### config.mk
export PLATFORM = sky130hd
export DESIGN_NAME = pts_sequencer
export DESIGN_NICKNAME = d
export VERILOG_FILES = /design/src/rtl/pts_pkg.sv /design/src/rtl/pts_window_calc.sv /design/src/rtl/pts_phase_timer.sv /design/src/rtl/pts_status_map.sv /design/src/rtl/pts_sequencer.sv
export SDC_FILE = /design/constraint.sdc
export NUM_CORES = 1
export LEC_CHECK = 0
export ABC_AREA = 1
export BUFFER_PORTS_ARGS = -buffer_cell sky130_fd_sc_hd__buf_2
export CORE_MARGIN = 3
export CORE_UTILIZATION = 25
export CTS_CLUSTER_SIZE = 16
export DETAILED_ROUTE_END_ITERATION = 8
export SYNTH_ARGS = -nofsm -noshare
export SYNTH_HDL_FRONTEND = slang
export SYNTH_SLANG_ARGS = --single-unit
export TNS_END_PERCENT = 30
### constraint.sdc
create_clock -name clk -period 6.96 [get_ports clk]
set_input_delay 0.348 -clock clk [delete_from_list [all_inputs] [get_ports clk]]
set_output_delay 0.348 -clock clk [all_outputs]
set_load 0.1 [all_outputs]
### src/rtl/pts_pkg.sv
package pts_pkg;

    typedef enum logic [2:0] {
        PH_IDLE,
        PH_PRE,
        PH_DATA,
        PH_WAIT,
        PH_ACK
    } phase_e;

    typedef struct packed {
        logic start;
        logic txend;
        logic fin;
        logic done;
    } events_s;

    localparam logic [3:0]  ST_RESET = 4'd0;
    localparam logic [3:0]  ST_TX    = 4'd3;
    localparam logic [3:0]  ST_WAIT  = 4'd5;
    localparam logic [3:0]  ST_ACK   = 4'd8;
    localparam logic [3:0]  ST_IDLE  = 4'd9;

    localparam logic [15:0] PINS_IDLE = 16'h0000;
    localparam logic [15:0] PINS_TX   = 16'h0046;
    localparam logic [15:0] PINS_WAIT = 16'h0084;

    localparam int WINDOW_BASE = 112;
    localparam int SLOT_BASE   = 10;

    function automatic int imax(input int a, input int b);
        return (a > b) ? a : b;
    endfunction

endpackage

### src/rtl/pts_window_calc.sv
module pts_window_calc
    import pts_pkg::*;
#(
    parameter int CLIENTS = 16,
    parameter int RT_W    = 8,
    parameter int CNT_W   = 16
) (
    input  logic [CLIENTS-1:0] mask_i,
    input  logic [RT_W-1:0]    reply_time_i,
    output logic [CNT_W-1:0]   window_o
);

    logic [CNT_W-1:0] partial [0:CLIENTS];

    assign partial[0] = '0;

    for (genvar i = 0; i < CLIENTS; i++) begin : g_pop
        assign partial[i+1] = partial[i] + CNT_W'(mask_i[i]);
    end

    logic [CNT_W-1:0] per_client;
    assign per_client = CNT_W'(SLOT_BASE) + CNT_W'(reply_time_i);
    assign window_o   = CNT_W'(WINDOW_BASE) + per_client * partial[CLIENTS];

endmodule

### src/rtl/pts_phase_timer.sv
module pts_phase_timer #(
    parameter int CNT_W = 16
) (
    input  logic             clk,
    input  logic             rst,
    input  logic             load_i,
    input  logic [CNT_W-1:0] load_val_i,
    input  logic             tick_i,
    output logic             expire_o
);

    logic [CNT_W-1:0] cnt_q;

    assign expire_o = tick_i && (cnt_q == CNT_W'(1));

    always_ff @(posedge clk) begin
        if (rst) begin
            cnt_q <= '0;
        end else if (load_i) begin
            cnt_q <= load_val_i;
        end else if (tick_i && cnt_q != '0) begin
            cnt_q <= cnt_q - CNT_W'(1);
        end
    end

endmodule

### src/rtl/pts_status_map.sv
module pts_status_map
    import pts_pkg::*;
(
    input  phase_e      phase_i,
    input  logic        used_i,
    output logic [3:0]  status_o,
    output logic [15:0] pins_o
);

    always_comb begin
        status_o = ST_RESET;
        pins_o   = PINS_IDLE;
        case (phase_i)
            PH_IDLE: begin
                status_o = used_i ? ST_IDLE : ST_RESET;
                pins_o   = PINS_IDLE;
            end
            PH_PRE, PH_DATA: begin
                status_o = ST_TX;
                pins_o   = PINS_TX;
            end
            PH_WAIT: begin
                status_o = ST_WAIT;
                pins_o   = PINS_WAIT;
            end
            PH_ACK: begin
                status_o = ST_ACK;
                pins_o   = PINS_TX;
            end
            default: begin
                status_o = ST_RESET;
                pins_o   = PINS_IDLE;
            end
        endcase
    end

endmodule

### src/rtl/pts_sequencer.sv
module pts_sequencer
    import pts_pkg::*;
#(
    parameter int CLIENTS   = 16,
    parameter int RT_W      = 8,
    parameter int LEN_W     = 12,
    parameter int PRE_TICKS = 96,
    parameter int ACK_TICKS = 128
) (
    input  logic               clk,
    input  logic               rst,
    input  logic               start_i,
    input  logic [CLIENTS-1:0] client_mask_i,
    input  logic [RT_W-1:0]    reply_time_i,
    input  logic [LEN_W-1:0]   data_ticks_i,
    input  logic               tick_i,
    input  logic               txend_irq_en_i,
    input  logic               replies_ok_i,
    input  logic               no_retry_i,
    output logic               irq_start_o,
    output logic               irq_txend_o,
    output logic               irq_final_o,
    output logic [3:0]         rf_status_o,
    output logic [15:0]        rf_pins_o,
    output logic               busy_o,
    output logic               done_o,
    output logic               success_o
);

    localparam int WIN_MAX = WINDOW_BASE + (SLOT_BASE + (2**RT_W) - 1) * CLIENTS;
    localparam int LEN_MAX = (2**LEN_W) - 1;
    localparam int ALL_MAX = imax(imax(WIN_MAX, LEN_MAX), imax(PRE_TICKS, ACK_TICKS));
    localparam int CNT_W   = $clog2(ALL_MAX + 1);

    phase_e           phase_q, phase_n;
    events_s          ev_n, ev_q;
    logic             load;
    logic [CNT_W-1:0] load_val;
    logic             expire;
    logic [CNT_W-1:0] win_calc, win_q, dlen_q;
    logic             used_q, success_q;
    logic             accept;

    assign accept = (phase_q == PH_IDLE) && start_i;

    pts_window_calc #(
        .CLIENTS (CLIENTS),
        .RT_W    (RT_W),
        .CNT_W   (CNT_W)
    ) u_window (
        .mask_i       (client_mask_i),
        .reply_time_i (reply_time_i),
        .window_o     (win_calc)
    );

    pts_phase_timer #(
        .CNT_W (CNT_W)
    ) u_timer (
        .clk        (clk),
        .rst        (rst),
        .load_i     (load),
        .load_val_i (load_val),
        .tick_i     (tick_i),
        .expire_o   (expire)
    );

    pts_status_map u_map (
        .phase_i  (phase_q),
        .used_i   (used_q),
        .status_o (rf_status_o),
        .pins_o   (rf_pins_o)
    );

    always_comb begin
        phase_n  = phase_q;
        load     = 1'b0;
        load_val = '0;
        ev_n     = '0;
        case (phase_q)
            PH_IDLE: begin
                if (start_i) begin
                    phase_n  = PH_PRE;
                    load     = 1'b1;
                    load_val = CNT_W'(PRE_TICKS);
                end
            end
            PH_PRE: begin
                if (expire) begin
                    phase_n    = PH_DATA;
                    load       = 1'b1;
                    load_val   = dlen_q;
                    ev_n.start = 1'b1;
                end
            end
            PH_DATA: begin
                if (expire) begin
                    phase_n    = PH_WAIT;
                    load       = 1'b1;
                    load_val   = win_q;
                    ev_n.txend = txend_irq_en_i;
                end
            end
            PH_WAIT: begin
                if (expire) begin
                    phase_n    = PH_ACK;
                    load       = 1'b1;
                    load_val   = CNT_W'(ACK_TICKS);
                    ev_n.start = 1'b1;
                end
            end
            PH_ACK: begin
                if (expire) begin
                    phase_n    = PH_IDLE;
                    ev_n.txend = txend_irq_en_i;
                    ev_n.fin   = replies_ok_i || no_retry_i;
                    ev_n.done  = 1'b1;
                end
            end
            default: phase_n = PH_IDLE;
        endcase
    end

    always_ff @(posedge clk) begin
        if (rst) begin
            phase_q   <= PH_IDLE;
            ev_q      <= '0;
            win_q     <= '0;
            dlen_q    <= '0;
            used_q    <= 1'b0;
            success_q <= 1'b0;
        end else begin
            phase_q <= phase_n;
            ev_q    <= ev_n;
            if (accept) begin
                win_q  <= win_calc;
                dlen_q <= (data_ticks_i == '0) ? CNT_W'(1) : CNT_W'(data_ticks_i);
            end
            if (ev_n.done) begin
                success_q <= replies_ok_i;
                used_q    <= 1'b1;
            end
        end
    end

    assign irq_start_o = ev_q.start;
    assign irq_txend_o = ev_q.txend;
    assign irq_final_o = ev_q.fin;
    assign done_o      = ev_q.done;
    assign busy_o      = (phase_q != PH_IDLE);
    assign success_o   = success_q;

endmodule

# Word-level counts from Yosys, hierarchy flattened
# Index checks and enable logic that the tools add are counted.
[word_totals]
out_inout_bits = 26
wordCells = 82
input_bits = 43
register_bits = 48
[classes]
eq_ne = 10
add_sub_neg = 18
n_bitwise = 3
n_reduce_logical = 16
multipliers = 1
muxes = 24
[ops]
columns = ["cell", "count"]
rows = [
  ["adder 13 x 1 -> 13 bit", 14],
  ["two-way mux 13 bit", 4],
  ["case mux 13 bit (4 select lines)", 1],
  ["two-way mux 3 bit", 6],
  ["case mux 4 bit (4 select lines)", 1],
  ["case mux 8 bit (2 select lines)", 1],
  ["case mux 3 bit (5 select lines)", 1],
  ["adder 7 x 13 -> 13 bit (first input constant)", 1],
  ["equality test 13 x 1 -> 1 bit (second input constant)", 1],
  ["multiplier 13 x 13 -> 13 bit", 1],
  ["nonzero test 13 bit", 1],
  ["subtractor 13 x 1 -> 13 bit (second input constant)", 1],
  ["logical NOT 12 bit", 1],
  ["two-way mux 12 bit", 1],
  ["inequality test 2 bit (second input constant)", 5],
  ["adder 4 x 8 -> 9 bit (first input constant)", 1],
  ["OR reduction 3 bit", 3],
  ["two-way mux 8 bit", 1],
  ["two-way mux 7 bit", 1],
  ["equality test 3 x 2 -> 1 bit (second input constant)", 2],
  ["OR reduction 2 bit", 3],
  ["AND reduction 5 bit", 1],
  ["two-way mux 1 bit", 4],
  ["two-way mux 4 bit", 1],
  ["other kinds (10)", 15],
]

# Depth between registers and ports, before layout
[depth]
word_depth = 17
depth_mapped = 33
mapped_depth_nobuf = 33

# Hierarchy
# A second synthesis with hierarchy kept.
[unflattened]
hier_cells = 681
hier_area_um2 = 4790.8
[by_module_without_submodules]
columns = ["mod", "n_inst", "seq_area_each_um2", "cells_per_inst", "area_each_um2"]
rows = [
  ["pts_window_calc", 1, 0.0, 274, 2078.2],
  ["pts_sequencer", 1, 680.7, 217, 1524.0],
  ["pts_phase_timer", 1, 260.2, 159, 1006.0],
  ["pts_status_map", 1, 0.0, 31, 182.7],
]

# Worst setup path after synthesis
# OpenSTA, ideal clock, no wires.
[synth_timing]
kind = "input to register"
start = "input client_mask_i[2]"
end = "register win_q[10]"
t_arrival_ns = 6.834
n_path_buf = 0
required_ns = 6.845
path_slack_ns = 0.010
stages = 23
setup_ns = 0.115
cell_sequence = "inv_1 -> fa_1 -> fa_1 -> fa_1 -> fa_1 -> fa_1 -> fa_1 -> xnor2_1 -> nand2_1 -> fa_1 -> fa_1 -> inv_1 -> fa_1 -> fa_1 -> ha_1 -> ha_1 -> nand2_1 -> inv_1 -> nand4_1 -> o211ai_1 -> xor2_1 -> o21ai_0 -> inv_1"
[synth_via]
elab_chain_cells = 16
[synth_rtl]
columns = ["item", "line", "text"]
rows = [
  ["from (decl)", "pts_sequencer.sv:13", "input logic [CLIENTS-1:0] client_mask_i,"],
  ["adder 13 x 1 -> 13 bit (14 in a row)", "pts_window_calc.sv:18", "assign partial[i+1] = partial[i] + CNT_W'(mask_i[i]);"],
  ["multiplier 13 x 13 -> 13 bit", "pts_window_calc.sv:23", "assign window_o = CNT_W'(WINDOW_BASE) + per_client * partial[CLIENTS];"],
  ["adder 7 x 13 -> 13 bit", "pts_window_calc.sv:23", ""],
  ["to (signal assigned)", "pts_sequencer.sv:135", "win_q <= win_calc;"],
  ["to (decl)", "pts_sequencer.sv:40", "logic [CNT_W-1:0] win_calc, win_q, dlen_q;"],
]
# No other way between the ends.
# A chain may end at the register's enable or synchronous reset.

# Final worst setup path
[layout_timing]
start = "input client_mask_i[7]"
end = "register win_q[10]"
[layout_via]
elab_chain_cells = 11
[layout_rtl]
columns = ["item", "line"]
rows = [
  ["adder 13 x 1 -> 13 bit (9 in a row)", "pts_window_calc.sv:18"],
  ["multiplier 13 x 13 -> 13 bit", "pts_window_calc.sv:23"],
  ["adder 7 x 13 -> 13 bit", "pts_window_calc.sv:23"],
]
# No other way between the ends.

==> impl_metrics.yaml <==
status:
  outcome: "complete, no violations"
worst_hold_path:
  min-delay-start: "no_retry_i"
  min_to: "irq_final_o"
  hp-class: "input pin to register"
  hold_depth: 2
sta:
  clock.fmax_mhz: 151.4
  worst_slack_ns: 0.3538
  fin_crit_sh_pct: 94.92
  tightest_slew_ns: 0.8679
  setup_viol: 0
  slew_viol_final: 0
  slew_headroom_pct: 42.08
  finalSetupTns_ns: 0
  fin_worst_skew_ns: 0.005413
  rsz0062_at_grt: "true"
  post-route-min-period_ns: 6.606
  hold_violations: 0
synth:
  synthTopCellsByCount: "inv_1 (121), nand2_1 (101), nor2_1 (81)"
  seq_area_frac_synth_pct: 20.60
  ys_types: 40
  ys_ff_latch: 47
  syn_area_per_cell_um2: 7.228
  synth_area_um2: 4568
  ys_warn_count: 0
  async_reset_ff_share_pct: 0
  yosysTopAreaCell: "dfxtp_1"
  yosysMostFrequentCell: "inv_1"
  synth-main-ff-cell: "dfxtp_1"
  synth.top_cell.area_share_pct: 20.60
  synth_area_leaders: "dfxtp_1 (21%), fa_1 (15%), ha_1 (12%)"
  syn_inst: 632
  synth-edff-count: 0
detailed_routing:
  postRouteAntennaNets: 0
  first_pass_iters: 4
  vias: 3887
  wire_per_inst_um: 11.08
  totalWireLength_mm: 10.22
  remaining_drc_errors: 0
  vias_per_cell: 4.216
  drtIter0Drc: 174
finish:
  multi_input_area_um2: 3069
  nNetsFinal: 818
  drive_gt1_share_pct: 16.21
  syn_to_final_growth_pct: 16.60
  final_area_um2: 5326
  seqCellArea_um2: 940.9
  fill_cells: 1940
  n_antenna_cell: 0
critical_path:
  crit_type: "input pin to register"
  critPathMaxFanout: 6
  arrival_ns: 6.78
  r2r-start: "phase_q[1]"
  r2r_cells: 8
  r2r-end: "u_timer.cnt_q[5]"
  start_kind: "input pin"
  worstPathRequired_ns: 7.14
  ff2ff_setup_slack_ns: 5.03
  crit_path_end_kind: "register"
clock_network:
  cts.sinks: 47
  cts_buffer_depth: 2
  clk_pin_slew_worst_paths_ns: 0.06
  root_buffer: "clkbuf_16"
  cts_tree: "yes"
  cts-buffers-inserted: 5
  cts_resized: 0
  h-tree-depth: 2
  postCtsSetupBuffers: 0
  postCtsHoldBufs: 0
  insertion_delay_ns: 0.28
run:
  drv_cap: 0
floorplanning:
  core-area_um2: 17600
  die_h_um: 141.2
  placementRows: 48
  io_pins: 69
  die-area_um2: 19930
  dieWidth_um: 141.2
  initial_utilization_pct: 25.96
placement:
  placedInstanceArea_um2: 5125
  hpwl_mm: 8.561
  gp_congestion: 0.8653
  pre_cts_ws_ns: -0.1723
  io_buffers: 56
grt:
  grt_start_max_net_pins: 45
  grt_overflow: 0
  first_global_vias: 3827
  grt_use_total_pct: 10.57
  grt_pass1_wl_mm: 17.79
  grt_antenna_before_repair: 0
[metrics by stage]
stage                     util, %  hold WS [ns]  cells
after global routing        30.27        0.2598    922
final                       30.27        0.2579    922
after CTS                   30.03        0.2598    922
after floorplan                 -        0.4246    643
after global placement      29.12        0.4440    915
after detailed placement    29.12        0.4514    915
[logic make-up (layout without fill, tap and decap cells)]
kind of cell	Yosys count	count (layout)	share of synthesized area [%]
compound gates	97	97	11.28
xor+xnor	18	18	3.451
fa+ha+maj	78	78	26.95
buf+inv	151	205	14.05
flops	47	47	20.60
other cells	1	12	0.08209
simple gates	240	240	23.58
[cell type report]
type                       count  area share, %
multi-input combinational    445          57.62
timing repair buffer          72          7.517
inverter                     126          8.926
tap                          225          5.285
sequential                    47          17.67
clock buffer                   6          2.420
clock inverter                 1         0.5638
[worst max-delay path, cell delays in order]
cell and delay, ns:
buf_2 0.11, fa_1 0.52, inv_1 0.05, fa_1 0.45, fa_1 0.53, fa_1 0.43, fa_2 0.36, fa_2 0.36
xnor2_1 0.14, buf_4 0.16, nand2_1 0.07, fa_1 0.47, fa_1 0.54, inv_1 0.05, fa_1 0.50, fa_1 0.49
ha_1 0.35, ha_4 0.26, nand2_1 0.07, inv_1 0.05, nand4_1 0.06, o211ai_1 0.10, xor2_1 0.15, o21ai_1 0.12
inv_1 0.04
[how the worst max path moves through the flow]
stage / start / endpoint / slack, ns / depth (start not counted)
floorplan: client_mask_i[2] / win_q[10] / 0.01 / 23
global placement: client_mask_i[2] / win_q[12] / -0.10 / 27
detailed placement: client_mask_i[2] / win_q[10] / -0.17 / 25
CTS: client_mask_i[2] / win_q[12] / 0.12 / 25
global route: client_mask_i[7] / win_q[12] / -0.004 / 28
finish: client_mask_i[7] / win_q[10] / 0.35 / 25
[state kept, by name (all words and copies together) (netlist names)]
| signal | count |
|---|---|
| u_timer.cnt_q | 13 |
| win_q | 13 |
| dlen_q | 12 |
| phase_q | 3 |
| done_o | 1 |
| irq_final_o | 1 |
| irq_start_o | 1 |
| irq_txend_o | 1 |
| success_o | 1 |
| used_q | 1 |
[layout by cell type (no fill, tap or decap), types with 2 or more instances in the layout]
master       n
conb_1      12
o22ai_1      6
nand2_2      3
nor4_1       3
a21oi_2      3
nor3_1       3
nand3_4      2
inv_1      120
a211oi_1     3
clkbuf_16    5
nand2_4      3
xor2_1      14
ha_4         2
fa_1        31
fa_2         3
nor2_2       7
dfxtp_1     47
a31oi_1      2
o21ai_1      9
buf_2       56
o21ai_0     33
xnor2_1      4
nand3_1     23
nand4_1      6
buf_4       16
nor2_4       4
a21oi_1     38
nand2_1    101
inv_2        4
ha_1        42
nor2_1      80
[layer usage]
layer	up-vias	part of all wire, %	GRT usage [%]
met3	8	3.8	1.221
li1	2074	-	-
met2	71	46	18.03
met1	1734	49	14.51
met4	0	0.89	1.938
met5	-	0	0
Power is left out: the tool's default activity adds up to more than one toggle a clock period on the data nets, which glitch-free logic cannot reach.
